==> config.mk <==
export PLATFORM = sky130hd
export DESIGN_NAME = burst_addr_seq
export DESIGN_NICKNAME = d
export VERILOG_FILES = /design/src/rtl/bas_pkg.sv /design/src/rtl/bas_load_reg.sv /design/src/rtl/bas_beat_ctr.sv /design/src/rtl/bas_order_map.sv /design/src/rtl/burst_addr_seq.sv
export SDC_FILE = /design/constraint.sdc
export NUM_CORES = 1
export LEC_CHECK = 0
export CAP_MARGIN = 40
export CORE_MARGIN = 2
export CORE_UTILIZATION = 39
export DETAILED_ROUTE_END_ITERATION = 6
export PLACE_DENSITY = 0.77
export SETUP_SLACK_MARGIN = 0.3
export SKIP_LAST_GASP = 1
export SLEW_MARGIN = 25
export SYNTH_ARGS = -nofsm -noshare
export SYNTH_HDL_FRONTEND = slang
export SYNTH_SLANG_ARGS = --single-unit
export TNS_END_PERCENT = 100
==> constraint.sdc <==
create_clock -name clk -period 1.04 [get_ports clk]
set_input_delay 0.156 -clock clk [delete_from_list [all_inputs] [get_ports clk]]
set_output_delay 0.156 -clock clk [all_outputs]
set_load 0.03 [all_outputs]
==> src/rtl/bas_pkg.sv <==
// Package: shared types and constants of the burst address sequencer.
// Assumes a fixed four-beat burst, so the beat counter is two bits wide.
package bas_pkg;
    localparam int BEAT_W = 2;

    typedef enum logic {
        ORD_LINEAR     = 1'b0,
        ORD_INTERLEAVE = 1'b1
    } order_e;

    typedef logic [BEAT_W-1:0] beat_t;
endpackage

==> src/rtl/bas_load_reg.sv <==
// Module: bas_load_reg
// Holds the burst base: upper address bits, start offset and burst ordering.
// Assumes load is already the OR of both strobes; reset is synchronous, active low.
module bas_load_reg
    import bas_pkg::*;
#(
    parameter int ADDR_W = 16,
    localparam int UP_W = ADDR_W - BEAT_W
) (
    input  logic              clk,
    input  logic              rst_n,
    input  logic              load,
    input  logic [ADDR_W-1:0] addr_in,
    input  logic              order_sel,
    output logic [UP_W-1:0]   upper_q,
    output beat_t             start_q,
    output order_e            order_q
);
    // Capture the base address and the ordering at each load.
    always_ff @(posedge clk) begin
        if (!rst_n) begin
            upper_q <= '0;
            start_q <= '0;
            order_q <= ORD_INTERLEAVE;
        end else if (load) begin
            upper_q <= addr_in[ADDR_W-1:BEAT_W];
            start_q <= addr_in[BEAT_W-1:0];
            order_q <= order_e'(order_sel);
        end
    end

    // the ordering only changes at a load
    a_r9_order_held: assert property (@(posedge clk) disable iff (!rst_n)
        !load |=> $stable(order_q));
endmodule

==> src/rtl/bas_beat_ctr.sv <==
// Module: bas_beat_ctr
// Counts burst beats; clears on load, steps on advance, wraps modulo 2**BEAT_W.
// Assumes load has priority over advance.
module bas_beat_ctr
    import bas_pkg::*;
(
    input  logic  clk,
    input  logic  rst_n,
    input  logic  load,
    input  logic  adv,
    output beat_t beat_q
);
    // Clear on load or reset, otherwise step when advance is active.
    always_ff @(posedge clk) begin
        if (!rst_n || load) begin
            beat_q <= '0;
        end else if (adv) begin
            beat_q <= beat_q + beat_t'(1);
        end
    end

    // one step per advance, wrapping
    a_r5_step: assert property (@(posedge clk) disable iff (!rst_n)
        (adv && !load) |=> beat_q == beat_t'($past(beat_q) + beat_t'(1)));
    // no step without advance or load
    a_r6_hold: assert property (@(posedge clk) disable iff (!rst_n)
        (!adv && !load) |=> $stable(beat_q));
    // load wins over advance
    a_r7_load_first: assert property (@(posedge clk) disable iff (!rst_n)
        load |=> beat_q == '0);
endmodule

==> src/rtl/bas_order_map.sv <==
// Module: bas_order_map
// Combinational: maps start offset and beat count to the low address bits.
// Linear adds modulo 2**BEAT_W; interleaved applies a bitwise XOR.
module bas_order_map
    import bas_pkg::*;
(
    input  beat_t  start,
    input  beat_t  beat,
    input  order_e order,
    output beat_t  low
);
    beat_t lin_low;
    beat_t ilv_low;

    // Compute both orderings and select by the captured mode.
    always_comb begin
        lin_low = start + beat;
        for (int i = 0; i < BEAT_W; i++) begin
            ilv_low[i] = start[i] ^ beat[i];
        end
        low = (order == ORD_LINEAR) ? lin_low : ilv_low;
    end

    // When beat is zero, both orderings give the start offset.
    always_comb begin
        if (beat == '0) begin
            a_r2_zero_map: assert (low == start);
        end
    end
endmodule

==> src/rtl/burst_addr_seq.sv <==
// Module: burst_addr_seq (top)
// Burst address sequencer: a load on either active-low strobe, steps on
// active-low advance, linear or interleaved low-bit ordering.
// Assumes all inputs are synchronous to clk; reset is synchronous, active low.
module burst_addr_seq
    import bas_pkg::*;
#(
    parameter int ADDR_W = 16,
    localparam int UP_W = ADDR_W - BEAT_W
) (
    input  logic              clk,
    input  logic              rst_n,
    input  logic [ADDR_W-1:0] addr_in,
    input  logic              strobe_p_n,
    input  logic              strobe_c_n,
    input  logic              adv_n,
    input  logic              order_sel,
    output logic [ADDR_W-1:0] addr_out
);
    logic      load;
    logic      adv;
    logic [UP_W-1:0] upper_q;
    beat_t     start_q;
    beat_t     beat_q;
    beat_t     low;
    order_e    order_q;

    // Decode the active-low strobes and the advance input.
    always_comb begin
        load = !strobe_p_n || !strobe_c_n;
        adv  = !adv_n;
    end

    bas_load_reg #(.ADDR_W(ADDR_W)) u_base (
        .clk(clk), .rst_n(rst_n), .load(load), .addr_in(addr_in),
        .order_sel(order_sel), .upper_q(upper_q), .start_q(start_q),
        .order_q(order_q)
    );

    bas_beat_ctr u_beat (
        .clk(clk), .rst_n(rst_n), .load(load), .adv(adv), .beat_q(beat_q)
    );

    bas_order_map u_map (
        .start(start_q), .beat(beat_q), .order(order_q), .low(low)
    );

    // Join the held upper bits with the sequenced low bits.
    always_comb begin
        addr_out = {upper_q, low};
    end

    // a strobe loads the presented address
    a_r2_load: assert property (@(posedge clk) disable iff (!rst_n)
        load |=> addr_out == $past(addr_in));
    // upper bits move only at a load
    a_r8_upper: assert property (@(posedge clk) disable iff (!rst_n)
        !load |=> $stable(addr_out[ADDR_W-1:BEAT_W]));
    // nothing changes without a strobe or an advance
    a_r6_addr_hold: assert property (@(posedge clk) disable iff (!rst_n)
        (!load && !adv) |=> $stable(addr_out));
endmodule

==> metrics.md <==
| Metric | Value |
|---|---|
| Outcome | `finished with violations` |
| Violated checks | `setup timing` |
| Wire per inst | `12.7 µm` |
| CP Class | `reg2out` |
| Final Slew Violations | `0` |
| FP Rows | `16` |
| Hold Path End | `u_base.start_q[0]` |
| Nets@finish | `167` |
| RR Endpoint | `u_beat.beat_q[1]` |
| Startpoint Class | `register` |
| Fin Clk Skew | `0.0000770 ns` |
| CTS sink cnt | `19` |
| Hold_buf cts | `0` |
| Vias | `777` |
| Hold Slack | `0.309 ns` |
| Worst r2r path cells | `8` |
| Bufs on Longest Clock Path | `2` |
| Initial Util | `0.408` |
| Die W | `a little under 50 µm` |
| Non-filler cells, final | `170` |
| Post-Syn Nets | `109` |
| Final Hold Vio Count | `0` |
| Maximum VDD drop | `838 µV` |
| Slowest cell on crit path | `dfxtp_4` |
| Delay-heaviest family, CP | `flip-flops` |
| Headroom to the max-slew limit | `0.831` |
| Crit. Startpoint | `u_base.start_q[0]` |
| CP arrival | `roughly 1.3 ns` |
| Vias in the first global route | `815` |
| Static leakage | `0.636 nW` |
| CTS root buf | `clkbuf_4` |
| Routed Antenna Nets | `0` |
| Ys Warns | `0` |
| Worst Path Required | `0.88 ns` |
| Syn Area/Cell | `~9.1 µm²` |
| Critical R2R Launch | `u_beat.beat_q[0]` |
| Slew @ Worst Pin | `0.252 ns` |
| P per Cell Area | `about 1100 nW/µm²` |
| Area Growth Syn to Fin | `89.8%` |
| Setup TNS | `-0.995 ns` |
| Setup WS post-layout | `-0.364 ns` |
| Clk Latency, worst-skew pair | `0.29 ns` |
| Total gr overflow | `0` |
| Cells after synthesis | `86` |
| Die area | `2390 µm²` |
| Routed WL | `2160 µm` |
| Placed wire-length estimate | `1380 µm` |
| Drt pass-1 iters | `2` |
| CP Cell Sequence | `ha_4, nor2b_4, xnor2_4, buf_6` |
| Max Fclk | `712 MHz` |
| Post-Syn Area | `785 µm²` |
| Initial antenna violation count | `0` |
| Hold Path Depth | `4` |
| Die Y | `48.9 µm` |
| Register area share after synthesis | `0.485` |
| Synthesized flop and latch total | `19` |
| CP bufs+invs | `1` |
| Post-DR vias/cell | `4.57` |
| Period Utilization, post-route | `1.35` |
| Remaining DRCs | `0` |
| DR iter-0 viols | `6` |
| H-tree depth | `1` |
| Dpl ws | `-0.224 ns` |
| CP endpoint kind | `output pin` |
| Critical Path Max Stage Delay | `0.38 ns` |
| Flop2flop setup slack | `-0.29 ns` |
| Unrepaired setup endpoints after global routing | `true` |
| Worst hold path type | `in2reg` |
| Tmin final | `1.40 ns` |
| Number of buffers created by CTS | `3` |
| Final Setup Violations | `4` |
| Hold path start | `strobe_c_n` |
| Largest net degree at the start of global routing | `18` |
| Core ar. | `1920 µm²` |
| Cell variety after synth | `16` |
| GRT Overall Usage | `0.196` |
| I/O pins | `38` |
| First-pass GRT wire length | `3710 µm` |
| Crit path max fanout | `2` |
| Routability cong. | `roughly 0.67` |
| DP Cell Count | `between 150 and 200` |
| Share of cells above drive strength 1 | `0.587` |
| N_diodes | `0` |
| Clock slew at reported path FFs | `0.12 ns` |
| Number of max-cap violations | `0` |
| CTS tree | `yes` |
| Port buffer count | `37` |
==> sequential cells by signal (all words and copies together), names as in the netlist <==
signal and flops:
u_base.upper_q 14, u_base.start_q 2, u_beat.beat_q 2, u_base.order_q 1
==> layout make-up <==
class / instances / area [µm²]
tap: 27 / 33.8
timing repair buffer: 56 / 557
clock inverter: 1 / 5.00
fill: 130 / 433
clock buffer: 3 / 22.5
sequential: 19 / 405
multi-input combinational: 64 / 465
==> cells in the final DEF, fill, tap and decap left out, types with 2 or more instances in the layout <==
cell,instances
a21boi_0,6
a21boi_2,9
buf_4,12
buf_6,22
clkbuf_2,2
clkbuf_4,3
clkdlybuf4s50_1,18
dfxtp_1,3
dfxtp_2,14
dfxtp_4,2
nand2_1,26
nand2_2,9
nor2b_4,2
==> metal layers <==
metal	GRT usage	up-vias	share of wire
met5	0	-	0
met4	0.0571	0	0.0079
met3	0.0245	2	0.032
met2	0.354	15	0.55
met1	0.244	368	0.41
li1	-	392	-
==> synth_stat cells <==
master,number,area share
a21boi_0,7,0.067
a21boi_2,9,0.13
and2_1,1,0.0080
buf_2,1,0.0064
buf_6,1,0.014
buf_8,1,0.019
clkbuf_1,1,0.0048
dfxtp_1,19,0.48
ha_1,1,0.016
nand2_1,35,0.17
nand2_2,1,0.0080
nand3_1,1,0.0064
nor2_1,1,0.0048
nor2b_1,3,0.024
nor3_1,1,0.0064
xnor2_1,3,0.033
==> cells by family after synthesis <==
kind of cell,count (synthesis),synth area share
xor+xnor,3,0.0335
compound gates,16,0.196
flops,19,0.485
fa+ha+maj,1,0.0159
simple gates,43,0.225
buf+inv,4,0.0446
==> power breakdown <==
group	internal [mW]	switching (mW)
registers	0.774	0.0338
logic	0.248	0.198
clock network	0.143	0.233
total	1.16	0.466
==> how the worst max path moves through the flow <==
stage | to | cells past startpoint | slack, ns
after floorplan | addr_out[1] | 3 | 0.03
after global placement | u_base.upper_q[6] | 5 | -0.20
after global routing | addr_out[1] | 4 | -0.41
after CTS | addr_out[1] | 4 | -0.37
after detailed placement | u_base.upper_q[9] | 5 | -0.22
final | addr_out[1] | 4 | -0.36
==> per-stage QoR <==
step	instance area (µm²)	utilization	total power [mW]
floorplan	866	-	1.02
global placement	1250	0.652	1.18
detailed placement	1250	0.652	1.19
CTS	1450	0.757	1.64
global route	1490	0.775	1.70
finish	1490	0.775	1.63
==> worst min-delay path: cells and delay by family <==
kind / cells / cell delay [ns]
buf+inv: 1 / 0.13
compound gates: 1 / 0.04
simple gates: 2 / 0.24
==> what timing repair did <==
item / in CTS / in global routing
resized for setup: 33 / 11
buffers inserted: 10 / 3
gates cloned: 1 / 0
setup endpoints to repair: 35 / 31
pin swaps: 3 / 5
Power figures use the tool's default switching activity.
